<file path="src/rtl/ivc_pkg.sv">
package ivc_pkg;
  localparam int ADDR_W = 16;
  localparam logic [ADDR_W-1:0] VEC_TOP       = 16'hFFFE;
  localparam logic [ADDR_W-1:0] ILLEGAL_LIMIT = 16'h0200;

  // slot k -> vector word address, descending in 2-byte steps
  function automatic logic [ADDR_W-1:0] slot_vector(input logic [7:0] idx);
    return VEC_TOP - {7'd0, idx, 1'b0};
  endfunction
endpackage

</file>
<file path="src/rtl/ivc_rst_sync.sv">
module ivc_rst_sync (
  input  logic clk,
  input  logic rst_n,
  output logic rst_s_n
);
  logic stage_q;

  always_ff @(posedge clk or negedge rst_n) begin
    if (!rst_n) begin
      stage_q <= 1'b0;
      rst_s_n <= 1'b0;
    end else begin
      stage_q <= 1'b1;
      rst_s_n <= stage_q;
    end
  end
endmodule

</file>
<file path="src/rtl/ivc_fetch_guard.sv">
module ivc_fetch_guard
  import ivc_pkg::*;
(
  input  logic              fetch_valid_i,
  input  logic [ADDR_W-1:0] fetch_addr_i,
  output logic              illegal_o
);
  // fetch from peripheral register space is a reset event
  assign illegal_o = fetch_valid_i && (fetch_addr_i < ILLEGAL_LIMIT);
endmodule

</file>
<file path="src/rtl/ivc_prio_enc.sv">
module ivc_prio_enc #(
  parameter int N     = 16,
  parameter int IDX_W = $clog2(N)
) (
  input  logic [N-1:0]     req_i,
  output logic             valid_o,
  output logic [IDX_W-1:0] idx_o
);
  // lowest index has highest priority
  always_comb begin
    idx_o = '0;
    for (int i = N - 1; i >= 0; i--) begin
      if (req_i[i]) idx_o = IDX_W'(i);
    end
  end

  assign valid_o = |req_i;
endmodule

</file>
<file path="src/rtl/ivc_boot_sleep.sv">
module ivc_boot_sleep (
  input  logic clk,
  input  logic rst_s_n,
  input  logic erased_i,
  output logic sleep_o
);
  logic done_q, done_d, sleep_d, boot_en;

  assign boot_en = !done_q;

  always_comb begin
    done_d  = done_q;
    sleep_d = sleep_o;
    if (boot_en) begin
      done_d  = 1'b1;
      sleep_d = erased_i;
    end
  end

  always_ff @(posedge clk or negedge rst_s_n) begin
    if (!rst_s_n) begin
      done_q  <= 1'b0;
      sleep_o <= 1'b0;
    end else begin
      done_q  <= done_d;
      sleep_o <= sleep_d;
    end
  end
endmodule

</file>
<file path="src/rtl/ivc_top.sv">
module ivc_top
  import ivc_pkg::*;
#(
  parameter int NUM_MASK = 14,
  parameter int NUM_NMI  = 3,
  parameter int NUM_RST  = 2
) (
  input  logic                clk,
  input  logic                rst_n,
  input  logic [NUM_RST-1:0]  rst_src_i,
  input  logic [NUM_NMI-1:0]  nmi_flag_i,
  input  logic [NUM_NMI-1:0]  nmi_en_i,
  input  logic [NUM_MASK-1:0] irq_flag_i,
  input  logic [NUM_MASK-1:0] irq_en_i,
  input  logic                gie_i,
  input  logic                fetch_valid_i,
  input  logic [15:0]         fetch_addr_i,
  input  logic                rst_vec_erased_i,
  input  logic                ack_i,
  output logic                irq_req_o,
  output logic [15:0]         vec_addr_o,
  output logic                rst_req_o,
  output logic                sleep_req_o
);
  localparam int NUM_SLOT = NUM_MASK + 2;
  localparam int IDX_W    = $clog2(NUM_SLOT);

  logic                rst_s_n;
  logic                illegal_fetch;
  logic [NUM_SLOT-1:0] pend;
  logic                win_valid;
  logic [IDX_W-1:0]    win_idx;
  logic                req_q, req_d, rst_q, rst_d;
  logic [15:0]         vec_q, vec_d;

  ivc_rst_sync u_sync (
    .clk     (clk),
    .rst_n   (rst_n),
    .rst_s_n (rst_s_n)
  );

  ivc_fetch_guard u_guard (
    .fetch_valid_i (fetch_valid_i),
    .fetch_addr_i  (fetch_addr_i),
    .illegal_o     (illegal_fetch)
  );

  // slot 0: reset class, slot 1: nonmaskable group, slots 2..: maskable
  assign pend[0] = (|rst_src_i) | illegal_fetch;
  assign pend[1] = |(nmi_flag_i & nmi_en_i);

  for (genvar g = 0; g < NUM_MASK; g++) begin : g_mask
    assign pend[g+2] = irq_flag_i[g] & irq_en_i[g] & gie_i;
  end

  ivc_prio_enc #(.N(NUM_SLOT), .IDX_W(IDX_W)) u_enc (
    .req_i   (pend),
    .valid_o (win_valid),
    .idx_o   (win_idx)
  );

  // next state: capture when idle, freeze until acknowledge
  always_comb begin
    req_d = req_q;
    vec_d = vec_q;
    rst_d = pend[0];
    if (req_q) begin
      if (ack_i) req_d = 1'b0;
    end else if (win_valid) begin
      req_d = 1'b1;
      vec_d = slot_vector(8'(win_idx));
    end
  end

  always_ff @(posedge clk or negedge rst_s_n) begin
    if (!rst_s_n) begin
      req_q <= 1'b0;
      vec_q <= '0;
      rst_q <= 1'b0;
    end else begin
      req_q <= req_d;
      vec_q <= vec_d;
      rst_q <= rst_d;
    end
  end

  ivc_boot_sleep u_boot (
    .clk      (clk),
    .rst_s_n  (rst_s_n),
    .erased_i (rst_vec_erased_i),
    .sleep_o  (sleep_req_o)
  );

  assign irq_req_o  = req_q;
  assign vec_addr_o = vec_q;
  assign rst_req_o  = rst_q;
endmodule

</file>
<file path="config.mk">
export PLATFORM = sky130hd
export DESIGN_NAME = ivc_top
export DESIGN_NICKNAME = d
export VERILOG_FILES = /design/src/rtl/ivc_pkg.sv /design/src/rtl/ivc_rst_sync.sv /design/src/rtl/ivc_fetch_guard.sv /design/src/rtl/ivc_prio_enc.sv /design/src/rtl/ivc_boot_sleep.sv /design/src/rtl/ivc_top.sv
export SDC_FILE = /design/constraint.sdc
export NUM_CORES = 1
export LEC_CHECK = 0
export BUFFER_PORTS_ARGS = -buffer_cell sky130_fd_sc_hd__buf_2
export CORE_ASPECT_RATIO = 1.25
export CORE_MARGIN = 2
export CORE_UTILIZATION = 35
export DETAILED_ROUTE_END_ITERATION = 8
export GPL_TIMING_DRIVEN = 0
export MAX_ROUTING_LAYER = met4
export PLACE_DENSITY = 0.78
export SYNTH_ARGS = -nofsm -noshare
export SYNTH_HDL_FRONTEND = slang
export SYNTH_HIERARCHICAL = 1
export SYNTH_SLANG_ARGS = --single-unit
</file>
<file path="constraint.sdc">
create_clock -name clk -period 1.2 [get_ports clk]
set_clock_uncertainty 0.15 [all_clocks]
set_input_delay 0.24 -clock clk [delete_from_list [all_inputs] [get_ports clk]]
set_output_delay 0.24 -clock clk [all_outputs]
set_load 0.01 [all_outputs]
</file>
Word level (Yosys, flattened, before mapping)

Index checks and enable logic that the tools add are counted.
W data, S select, Z words.

Register bits: 22
Latch bits: 0
Bits in writable memories: 0
ROM bits: 0
Word-level logic and storage cells: 64
Memories: 0

$add $sub $neg: 1
$mul: 0
Div/mod/pow operators: 0
$lt $le $gt $ge: 1
Equal/unequal tests: 0
Shift-type cells: 0
Mux-type cells: 19
Bitwise operators: 31
Reduce and logical (&&, ||, !) cells: 5

Operators by type and width:

| cell                   | number |
|---|---|
| $mux W4                | 16 |
| $and A1 B1 Y1          | 28 |
| $reduce_or A18 Y1      | 1 |
| $lt A16 B10 Y1 const B | 1 |
| $sub A2 B6 Y7 const A  | 1 |
| $and A3 B3 Y3          | 1 |
| $mux W1                | 3 |
| $reduce_or A3 Y1       | 1 |
| $reduce_and A2 Y1      | 1 |
| $reduce_or A2 Y1       | 1 |
| $logic_and A1 B1 Y1    | 1 |
| $not A1 Y1             | 1 |
| $or A1 B1 Y1           | 1 |

Longest topological paths before layout

Gate-level depths: netlist (run 1).

Depth in word-level cells: 19
Gate-level depth with buffers: 9

By module

The synthesis (run 1) kept the hierarchy.

Modules (own cells, without submodules):

| module          | times used | cells each | area each (um2) |
|---|---|---|---|
| ivc_top         | 1          | 50         | 469.2 |
| ivc_prio_enc    | 1          | 34         | 176.4 |
| ivc_boot_sleep  | 1          | 4          | 68.8 |
| ivc_rst_sync    | 1          | 3          | 53.8 |
| ivc_fetch_guard | 1          | 3          | 20.0 |

Worst setup path after synthesis (run 1)

No wires, ideal clock.

Kind: input to register
Start point: input fetch_addr_i[13]
End point: register vec_q[1] (netlist: vec_addr_o[1])
Setup time: 0.079 ns
Arrival: 1.796 ns
Slack: -0.826 ns
Cell stages on the path: 9
Buffers on the path: 1
Cell sequence: nor4_1 and4b_1 or3_1 nor2_1 nand3_1 or3_1 nand2b_4 buf_6 mux2i_1

Longest elaborated chain between the ends: 5

Ends and longest elaborated chain:

| what                        | RTL line             | text |
|---|---|---|
| start: declaration          | ivc_top.sv:17        | `input logic [15:0] fetch_addr_i,` |
| $lt A16 B10 Y1              | ivc_fetch_guard.sv:9 | `assign illegal_o = fetch_valid_i && (fetch_addr_i < ILLEGAL_LIMIT);` |
| $logic_and A1 B1 Y1         | ivc_fetch_guard.sv:9 |  |
| net illegal_fetch           | ivc_top.sv:29        | `logic illegal_fetch;` |
| $or A1 B1 Y1                | ivc_top.sv:49        | `assign pend[0] = (\|rst_src_i) \| illegal_fetch;` |
| net pend[0]                 | ivc_top.sv:30        | `logic [NUM_SLOT-1:0] pend;` |
| $reduce_or A18 Y1           | ivc_prio_enc.sv:17   | `assign valid_o = \|req_i;` |
| net win_valid               | ivc_top.sv:31        | `logic win_valid;` |
| $reduce_and A2 Y1 (no line) | -                    |  |
| end signal: assignment      | ivc_top.sv:82        | `vec_q <= vec_d;` |
| end: declaration            | ivc_top.sv:34        | `logic [15:0] vec_q, vec_d;` |

The timed path passes the listed nets, and every way through them passes these cells.
A chain may end at the register's enable or synchronous reset.

Worst setup path in the final report (run 1)

Start point: input fetch_addr_i[15]
End point: register vec_q[3] (netlist: vec_addr_o[3])

Same word-level chain as after synthesis.

==> results of run 1 <==
-- layout by cell type (no fill, tap or decap) --
master,n
nand3_1,1
nor4_4,1
nand2_1,5
mux2_4,1
buf_6,5
inv_1,9
conb_1,3
and4b_1,1
mux2i_1,4
nor3_1,1
o31ai_1,1
o311a_1,1
dlygate4sd3_1,2
nor4_1,1
buf_4,18
a222oi_1,1
nor2_1,7
nor2_4,1
dfrtp_1,11
clkbuf_1,1
and3_4,1
nand2b_4,1
nor2_2,1
and3_1,14
nor4_2,1
a21oi_1,3
o21ai_0,2
or3_4,2
a31oi_1,2
clkbuf_4,3
nand2b_1,2
o22ai_1,1
buf_2,62
o21ai_2,1
nand3_2,1
-- worst max-delay path: stages --
cell and delay, ns:
buf_6 0.07, nor4_2 0.03, and4b_1 0.19, or3_4 0.35, nor2_4 0.13, nand3_2 0.09
or3_4 0.35, nand2b_4 0.12, mux2i_1 0.20
-- how the worst max path moves through the flow --
stage                           from       endpoint  slack, ns  depth (start not counted)
CTS                 fetch_addr_i[15]  vec_addr_o[3]      -0.52                          9
global route        fetch_addr_i[15]  vec_addr_o[3]      -0.62                          9
finish              fetch_addr_i[15]  vec_addr_o[3]      -0.54                          9
global placement               gie_i  vec_addr_o[1]      -0.87                          9
floorplan           fetch_addr_i[13]  vec_addr_o[1]      -0.69                          9
detailed placement             gie_i  vec_addr_o[3]      -0.94                          9
-- per-layer routing --
| layer | share of wire [%] | vias to the layer above | track usage, % |
|---|---|---|---|
| met5 | 0 | - | - |
| met4 | 1.1 | 0 | 10.2 |
| met3 | 8.7 | 2 | 0.633 |
| met2 | 54 | 53 | 30.6 |
| met1 | 36 | 409 | 19.1 |
| li1 | - | 467 | - |
-- state kept, by name, indices dropped and copies added, names as in the netlist --
name            flops
u_boot/done_q       1
rst_req_o           1
vec_addr_o          5
u_boot/sleep_o      1
irq_req_o           1
u_sync/rst_s_n      1
u_sync/stage_q      1
-- power groups by stage --
stage          Clock, mW  Combinational [mW]  Sequential, mW
6_report           0.239               0.525           0.457
5_1_grt            0.263               0.579           0.463
4_1_cts            0.250               0.458           0.460
3_5_place_dp           0               0.440           0.474
3_3_place_gp           0               0.423           0.469
2_1_floorplan          0               0.248           0.494
-- cells by family (layout without fill, tap and decap cells) --
| group | count (synthesis) | in the layout | share of synthesized area, % |
|---|---|---|---|
| simple gates | 41 | 41 | 30.2 |
| other cells | 3 | 3 | 1.43 |
| mux | 5 | 5 | 6.98 |
| flops | 11 | 11 | 34.9 |
| buf+inv | 22 | 100 | 16.8 |
| compound gates | 12 | 12 | 9.68 |
-- cell type report --
cell class              count  area, sq um  share of cell area, %
clock buffers               4         26.3                   1.99
plain buffers              12         87.6                   6.62
multi-input cells          61          427                   32.3
inverters                   9         33.8                   2.55
repair buffers             75          434                   32.8
flip-flops and latches     11          275                   20.8
well taps                  31         38.8                   2.93
-- repair_timing --
action,in CTS,in global routing
buffers inserted,3,4
pin swaps,1,2
endpoints found under the setup margin,18,19
hold buffers,2,0
hold endpoints to repair,3,0
resized for setup,7,2
==> summary.md, run 1 <==
| Metric | Value |
|---|---|
| Die footprint | `2650 sq um` |
| Synth Cell Area | `788 sq um` |
| Final Non-Filler Cells | `203` |
| VDD IR max | `0.572 mV` |
| DIE WIDTH | `46.4 um` |
| CTS sink count | `11` |
| Final core occ | `61.1%` |
| WL/cell | `10.0 um` |
| Main synth FF type | `dfrtp_1` |
| Total chip power | `1.22 mW` |
| Iteration-0 DRC Markers | `8` |
| Worst setup margin | `-0.543 ns` |
| Synthesized area per cell | `8.39 sq um` |
| Largest net degree at the start of global routing | `13` |
| Switching portion of total power | `29.9%` |
| Net count after synthesis | `152` |
| Register area share after synthesis | `34.9%` |
| Hold Crit Class | `reg2async` |
| IO Pins | `77` |
| NetSw | `0.365 mW` |
| PortBufs | `66` |
| RR Startpoint | `irq_req_o` |
| Final ANT Viol Nets | `0` |
| Post-DR vias/cell | `4.59` |
| Synthesis-to-layout area growth | `67.8%` |
| Number of cell rows | `19` |
| Gate Count Post-Synth | `94` |
| Reg2reg path depth | `4` |
| First-pass DRT Iterations | `4` |
| Grt ovf | `0` |
| Initial antenna violation count | `0` |
| H-tree depth | `1` |
| DRC violations left | `0` |
| Final non-filler cell area | `1320 sq um` |
| Worst R2R End | `irq_req_o` |
| Placed cell count | `191` |
| Largest area contributor in the netlist | `dfrtp_1` |
| Critical Path RT | `1.23 ns` |
| Pre-CTS setup slack | `-0.943 ns` |
| Die Y-Extent | `57.1 um` |
| Placed instance area | `1180 sq um` |
| Sequential Power Share | `37.5%` |
| Vias in the first global route | `851` |
| Internal power | `0.856 mW` |
| Power per cell area | `923 nW/um^2` |
| Gate power share | `43.0%` |
| Yosys cell types | `28` |
| Top area cells in the synthesized netlist | `dfrtp_1 35%, and3_1 12%, buf_4 10%` |
| Post-Route Setup TNS | `-5.69 ns` |
| Top-count cell post-synth | `and3_1` |
| Async SR Flop Fraction | `100%` |
| R2R setup slack | `0.12 ns` |
| GRT Util Overall | `17.7%` |
| Status | `complete, but fails checks` |
| Max Cap Violations | `0` |
| Synth cell count leaders | `15 x and3_1, 11 x buf_4, 11 x dfrtp_1` |
| # setup viols final | `17` |
| First-pass GRT wire length | `3350 um` |
| Pins Over Slew Limit | `0` |
| Nets | `231` |
| Final WL | `2030 um` |
| Final hold viol count | `9` |
| Clock root buffer | `clkbuf_4` |
| Final hold slack | `-0.0109 ns` |
| WS Path Type | `in2reg` |
| Clock network power share | `19.6%` |
| CTS Buf Count | `3` |
| Gpl congestion | `0.812` |
| Layout cell share with drive strength beyond 1 | `57.6%` |
| Fillcell total | `197` |
| Min Tclk post-route | `1.74 ns` |
| Initial Utilization | `36.4%` |
| Failing checks | `negative hold slack, negative setup slack` |
| Dpl hpwl | `1640 um` |
| CTS tree | `yes` |
| RSZ-0062 raised after global routing | `true` |
| Register bit total from synthesis | `11` |
| Fin crit share | `145%` |
| Maximum clock frequency | `574 MHz` |
| Crit path launch type | `input pin` |
| Worst setup EP type | `flip-flop` |
| Crit path DAT | `1.77 ns` |
| Post-synth EDFFs | `0` |
| Antenna Cells | `0` |
| Vias | `931` |
| Clock buffer depth | `2` |
| Worst skew pair latency | `0.26 ns` |
| Clk slew on worst S/H paths | `0.07 ns` |
| Yosys top cell area share | `34.9%` |
| CP max FO | `6` |
| Leak | `0.728 nW` |
| Core box area | `2160 sq um` |
| Ys Warns | `6` |
Note: power is estimated with default switching activity, not from simulation.
==> run 2, diff against run 1 <==
- BUFFER_PORTS_ARGS: -buffer_cell sky130_fd_sc_hd__buf_2 -> -buffer_cell sky130_fd_sc_hd__buf_4
- CTS_CLUSTER_DIAMETER: not set -> 100
==> run 2 against run 1 <==
Against the previous run:
- fmax grew 3.2%
- the flow still finishes with violations (negative hold slack, negative setup slack)
- global-route usage shrank 1.5 points
- register-to-register slack is essentially flat
- total power grew 4.0%
- utilization grew 12 points
- cell count is the same
==> summary.md, run 2 (synthesized netlist as in run 1, its figures left out) <==
| Metric | Value |
|---|---|
| RSZ-0062 raised after global routing | `true (unchanged)` |
| Total chip power | `1.27 mW (was 1.22 mW)` |
| Leak | `0.845 nW (was 0.728 nW)` |
| Antenna Cells | `0 (unchanged)` |
| # setup viols final | `17 (unchanged)` |
| DRC violations left | `0 (unchanged)` |
| Gpl congestion | `0.760 (was 0.812)` |
| Clock network power share | `19.4% (was 19.6%)` |
| Pins Over Slew Limit | `0 (unchanged)` |
| Critical Path RT | `1.24 ns (was 1.23 ns)` |
| NetSw | `0.362 mW (was 0.365 mW)` |
| Maximum clock frequency | `592 MHz (was 574 MHz)` |
| H-tree depth | `1 (unchanged)` |
| Post-DR vias/cell | `4.71 (was 4.59)` |
| Dpl hpwl | `1620 um (was 1640 um)` |
| Crit path DAT | `1.73 ns (was 1.77 ns)` |
| Clock buffer depth | `2 (unchanged)` |
| Max Cap Violations | `0 (unchanged)` |
| Status | `complete, but fails checks (unchanged)` |
| Crit path launch type | `input pin (unchanged)` |
| CTS sink count | `11 (unchanged)` |
| Fin crit share | `141% (was 145%)` |
| Reg2reg path depth | `3 (was 4)` |
| Synthesis-to-layout area growth | `101% (was 67.8%)` |
| Sequential Power Share | `37.1% (was 37.5%)` |
| Layout cell share with drive strength beyond 1 | `57.6% (unchanged)` |
| Number of cell rows | `19 (unchanged)` |
| Largest net degree at the start of global routing | `13 (unchanged)` |
| GRT Util Overall | `16.1% (was 17.7%)` |
| Final ANT Viol Nets | `0 (unchanged)` |
| VDD IR max | `0.468 mV (was 0.572 mV)` |
| Clock root buffer | `clkbuf_4 (unchanged)` |
| IO Pins | `77 (unchanged)` |
| Final core occ | `73.1% (was 61.1%)` |
| Final WL | `2040 um (was 2030 um)` |
| CP max FO | `6 (unchanged)` |
| Failing checks | `negative hold slack, negative setup slack (unchanged)` |
| Hold Crit Class | `reg2async (unchanged)` |
| Power per cell area | `803 nW/um^2 (was 923 nW/um^2)` |
| Initial antenna violation count | `0 (unchanged)` |
| Final hold viol count | `9 (unchanged)` |
| R2R setup slack | `0.11 ns (was 0.12 ns)` |
| Initial Utilization | `36.4% (unchanged)` |
| Commonest non-fill, non-tap cells in the layout | `50 x buf_4, 34 x buf_6, 14 x and3_1 (was 62 x buf_2, 18 x buf_4, 14 x and3_1)` |
| Final hold slack | `-0.00789 ns (was -0.0109 ns)` |
| RR Startpoint | `irq_req_o (unchanged)` |
| PortBufs | `66 (unchanged)` |
| DIE WIDTH | `46.4 um (unchanged)` |
| Grt ovf | `0 (unchanged)` |
| CTS tree | `yes (unchanged)` |
| Gate power share | `43.5% (was 43.0%)` |
| First-pass GRT wire length | `3040 um (was 3350 um)` |
| Nets | `231 (unchanged)` |
| First-pass DRT Iterations | `4 (unchanged)` |
| Most common cell after layout, fill and taps aside | `buf_4 (was buf_2)` |
| Max reg flops | `5 (unchanged)` |
| WS Path Type | `in2reg (unchanged)` |
| Worst setup EP type | `flip-flop (unchanged)` |
| Vias | `957 (was 931)` |
| Min Tclk post-route | `1.69 ns (was 1.74 ns)` |
| Switching portion of total power | `28.5% (was 29.9%)` |
| Worst setup margin | `-0.489 ns (was -0.543 ns)` |
| Internal power | `0.908 mW (was 0.856 mW)` |
| Core box area | `2160 sq um (unchanged)` |
| Worst skew pair latency | `0.27 ns (was 0.26 ns)` |
| Die footprint | `2650 sq um (unchanged)` |
| Worst R2R End | `vec_addr_o[2] (was irq_req_o)` |
| Clk slew on worst S/H paths | `0.07 ns (about the same)` |
| Iteration-0 DRC Markers | `23 (was 8)` |
| Die Y-Extent | `57.1 um (unchanged)` |
| WL/cell | `10.0 um (about the same)` |
| CTS Buf Count | `3 (unchanged)` |
| Vias in the first global route | `811 (was 851)` |
-- run 2: cell counts in the layout (fill, tap and decap cells not counted) --
No cell type changed its count.
-- run 2: routing by layer --
layer  wire [um]  share of wire (%)  GRT usage (%)  vias to the layer above
li1            -                  -              -                      467
met1         734                 36           18.6                      426
met2        1110                 54           25.0                       64
met3         197                9.7           2.85                        0
met4           0                  0           9.80                        0
met5           0                  0              -                        -
-- run 2: timing repair --
| action | 4_1_cts | 5_1_grt |
|---|---|---|
| endpoints found under the hold margin | 3 | 0 |
| pin swaps | 3 | 4 |
| resized for setup | 8 | 33 |
| setup buffers | 4 | 3 |
| endpoints found under the setup margin | 21 | 23 |
| hold buffers | 2 | 0 |
-- run 2: area by class of cell --
cell class / instances / area, sq um
Buffer: 12 / 125
Clock buffer: 4 / 26.3
Fill cell: 159 / 582
Inverter: 9 / 33.8
Multi-Input combinational cell: 61 / 423
Sequential cell: 11 / 277
Tap cell: 31 / 38.8
Timing Repair Buffer: 75 / 658
-- run 2: worst max path at each step --
| stage | start | to |
|---|---|---|
| after floorplan | fetch_addr_i[13] | vec_addr_o[1] |
| after global placement | gie_i | vec_addr_o[1] |
| after detailed placement | gie_i | vec_addr_o[2] |
| after CTS | fetch_addr_i[13] | vec_addr_o[2] |
| after global routing | nmi_flag_i[0] | vec_addr_o[1] |
| final | fetch_addr_i[13] | vec_addr_o[2] |
-- run 2: through the flow --
| step | setup slack [ns] | instances | hold slack (ns) | TNS, ns | instance area [sq um] |
|---|---|---|---|---|---|
| finish | -0.489 | 203 | -0.00789 | -5.25 | 1580 |
| global route | -0.563 | 203 | 0.0298 | -6.27 | 1580 |
| CTS | -0.545 | 200 | 0.00875 | -6.06 | 1450 |
| detailed placement | -0.942 | 191 | -0.127 | -5.40 | 1350 |
| global placement | -0.885 | 191 | -0.128 | -5.12 | 1350 |
| floorplan | -0.689 | 94 | -0.206 | -4.01 | 811 |
-- run 2: worst max-delay path: stages --
cell and delay (ns):
buf_6 0.07, nor4_2 0.03, and4b_1 0.18, or3_4 0.35, nor2_4 0.11, nand3_2 0.09, or3_4 0.35, nand2b_4 0.12
mux2i_1 0.19
-- run 2: power by group through the flow --
stage	Clock [mW]	Combinational, mW	Sequential (mW)
after global placement	0	0.494	0.471
after CTS	0.262	0.529	0.462
final	0.247	0.552	0.471
after global routing	0.282	0.604	0.480
after detailed placement	0	0.506	0.472
after floorplan	0	0.248	0.494
==> run 3, diff against run 2 <==
- REMOVE_ABC_BUFFERS: not set -> 1
==> run 3 against run 2 <==
Against the previous run:
- the run still ends with negative hold slack, negative setup slack left
- largest power group unchanged
- non-clock buffer count fell by 12
- cell count fell by 5.9%
- clock power is 4% lower
- critical path depth unchanged
- combinational power decreased by 3%
==> summary.md, run 3 (synthesized netlist as in run 1, its figures left out) <==
| Metric | Value |
|---|---|
| Clk slew on worst S/H paths | `0.06 ns (was 0.07 ns)` |
| Max reg flops | `5 (unchanged)` |
| Crit-path slowest cell | `or3_4 (unchanged)` |
| Final core occ | `63.7% (was 73.1%)` |
| Gate power share | `43.4% (was 43.5%)` |
| NetSw | `0.349 mW (was 0.362 mW)` |
| H-tree depth | `1 (unchanged)` |
| Status | `complete, but fails checks (unchanged)` |
| Final Non-Filler Cells | `191 (was 203)` |
| Pins Over Slew Limit | `0 (unchanged)` |
| Iteration-0 DRC Markers | `18 (was 23)` |
| DIE WIDTH | `46.4 um (unchanged)` |
| Failing checks | `negative hold slack, negative setup slack (unchanged)` |
| Number of cell rows | `19 (unchanged)` |
| Max Cap Violations | `0 (unchanged)` |
| Placed cell count | `178 (was 191)` |
| Hold Crit Class | `reg2async (unchanged)` |
| Dpl hpwl | `1730 um (was 1620 um)` |
| Synthesis-to-layout area growth | `74.9% (was 101%)` |
| Vias | `884 (was 957)` |
| Fin crit share | `143% (was 141%)` |
| Die Y-Extent | `57.1 um (unchanged)` |
| Layout cell share with drive strength beyond 1 | `53.1% (was 57.6%)` |
| Clock root buffer | `clkbuf_4 (unchanged)` |
| Critical Path Max Stage Delay | `0.35 ns (about the same)` |
| Initial Utilization | `36.4% (unchanged)` |
| Crit path DAT | `1.74 ns (was 1.73 ns)` |
| PortBufs | `66 (unchanged)` |
| Clock network power share | `19.2% (was 19.4%)` |
| WS Path Type | `in2reg (unchanged)` |
| VDD IR max | `0.435 mV (was 0.468 mV)` |
| Power per cell area | `891 nW/um^2 (was 803 nW/um^2)` |
| IO Pins | `77 (unchanged)` |
| Antenna Cells | `0 (unchanged)` |
| CTS sink count | `11 (unchanged)` |
| First-pass DRT Iterations | `4 (unchanged)` |
| Final ANT Viol Nets | `0 (unchanged)` |
| Top delay family on crit path | `simple AND/OR/NAND/NOR gates (unchanged)` |
| Core box area | `2160 sq um (unchanged)` |
| Worst setup EP type | `flip-flop (unchanged)` |
| CTS Buf Count | `3 (unchanged)` |
| Vias in the first global route | `821 (was 811)` |
| GRT Util Overall | `17.0% (was 16.1%)` |
| # setup viols final | `17 (unchanged)` |
| Most frequent CP cell | `or3_4 (unchanged)` |
| Commonest non-fill, non-tap cells in the layout | `68 x buf_4, 15 x and3_1, 11 x dfrtp_1 (was 50 x buf_4, 34 x buf_6, 14 x and3_1)` |
| Switching portion of total power | `28.4% (was 28.5%)` |
| Die footprint | `2650 sq um (unchanged)` |
| Grt ovf | `0 (unchanged)` |
| Most common cell after layout, fill and taps aside | `buf_4 (unchanged)` |
| Post-DR vias/cell | `4.63 (was 4.71)` |
| Crit path launch type | `input pin (unchanged)` |
| CP Buf/Inv Count | `1 (unchanged)` |
| Worst-path cell chain | `buf_6 -> nor4_2 -> and4b_1 -> or3_4 -> nor2_4 -> nand3_2 -> or3_4 -> nand2b_4 -> mux2i_1 (unchanged)` |
| WL/cell | `11.5 um (was 10.0 um)` |
| Clock buffer depth | `2 (unchanged)` |
| Worst skew pair latency | `0.26 ns (was 0.27 ns)` |
| First-pass GRT wire length | `3310 um (was 3040 um)` |
| Largest net degree at the start of global routing | `15 (was 13)` |
| Gpl congestion | `0.662 (was 0.760)` |
| Worst setup margin | `-0.513 ns (was -0.489 ns)` |
| Final hold viol count | `9 (unchanged)` |
| Final WL | `2200 um (was 2040 um)` |
| DRC violations left | `0 (unchanged)` |
| CTS tree | `yes (unchanged)` |
| Nets | `219 (was 231)` |
| Min Tclk post-route | `1.71 ns (was 1.69 ns)` |
| Pre-CTS setup slack | `-1.02 ns (was -0.942 ns)` |
| Maximum clock frequency | `584 MHz (was 592 MHz)` |
| CP max FO | `6 (unchanged)` |
| RSZ-0062 raised after global routing | `true (unchanged)` |
| Final hold slack | `-0.00738 ns (was -0.00789 ns)` |
| Sequential Power Share | `37.4% (was 37.1%)` |
| Leak | `0.747 nW (was 0.845 nW)` |
| Initial antenna violation count | `0 (unchanged)` |
| Post-Route Setup TNS | `-4.51 ns (was -5.25 ns)` |
| Internal power | `0.880 mW (was 0.908 mW)` |
| Critical Path RT | `1.23 ns (was 1.24 ns)` |
## run 3: layout make-up
class                           instances  area (sq um)
Fill cell                             177           785
Timing Repair Buffer                   75           587
Multi-Input combinational cell         61           418
Sequential cell                        11           275
Tap cell                               31          38.8
Inverter                                9          33.8
Clock buffer                            4          26.3
## run 3: layer usage
metal,up-vias,global-route usage [%],routed length [um]
met3,0,1.27,140
met5,-,-,0
met1,406,16.5,759
met4,0,7.35,0
li1,442,-,-
met2,36,31.9,1300
## run 3: worst paths after layout
path                             startpoint             end  slack [ns]  depth (start not counted)
max                        fetch_addr_i[13]   vec_addr_o[3]       -0.51                          9
min                          u_sync/rst_s_n   u_boot/done_q      -0.007                          0
max reg2reg                       irq_req_o   vec_addr_o[3]        0.12                          3
min reg2reg                  u_sync/rst_s_n   u_boot/done_q      -0.007                          0
max in group asynchronous    u_sync/rst_s_n   vec_addr_o[4]        0.65                          0
min in group clk           rst_vec_erased_i  u_boot/sleep_o        0.06                          2
## run 3: what timing repair did
item,CTS,global route
resized for setup,9,3
buffers inserted,4,3
setup endpoints to repair,18,19
hold buffers,2,0
endpoints found under the hold margin,3,0
pin swaps,2,1
## run 3: power groups by stage
stage / Sequential [mW] / Clock (mW) / Combinational, mW
finish: 0.459 / 0.236 / 0.534
global route: 0.466 / 0.254 / 0.578
CTS: 0.461 / 0.246 / 0.513
detailed placement: 0.474 / 0 / 0.458
global placement: 0.472 / 0 / 0.443
floorplan: 0.494 / 0 / 0.198
## run 3: through the flow
stage / power (mW) / instance area (sq um) / hold WS (ns)
5_1_grt: 1.30 / 1380 / 0.0308
2_1_floorplan: 0.692 / 689 / -0.206
6_report: 1.23 / 1380 / -0.00738
4_1_cts: 1.22 / 1340 / 0.00541
3_5_place_dp: 0.932 / 1220 / -0.120
3_3_place_gp: 0.915 / 1220 / -0.125
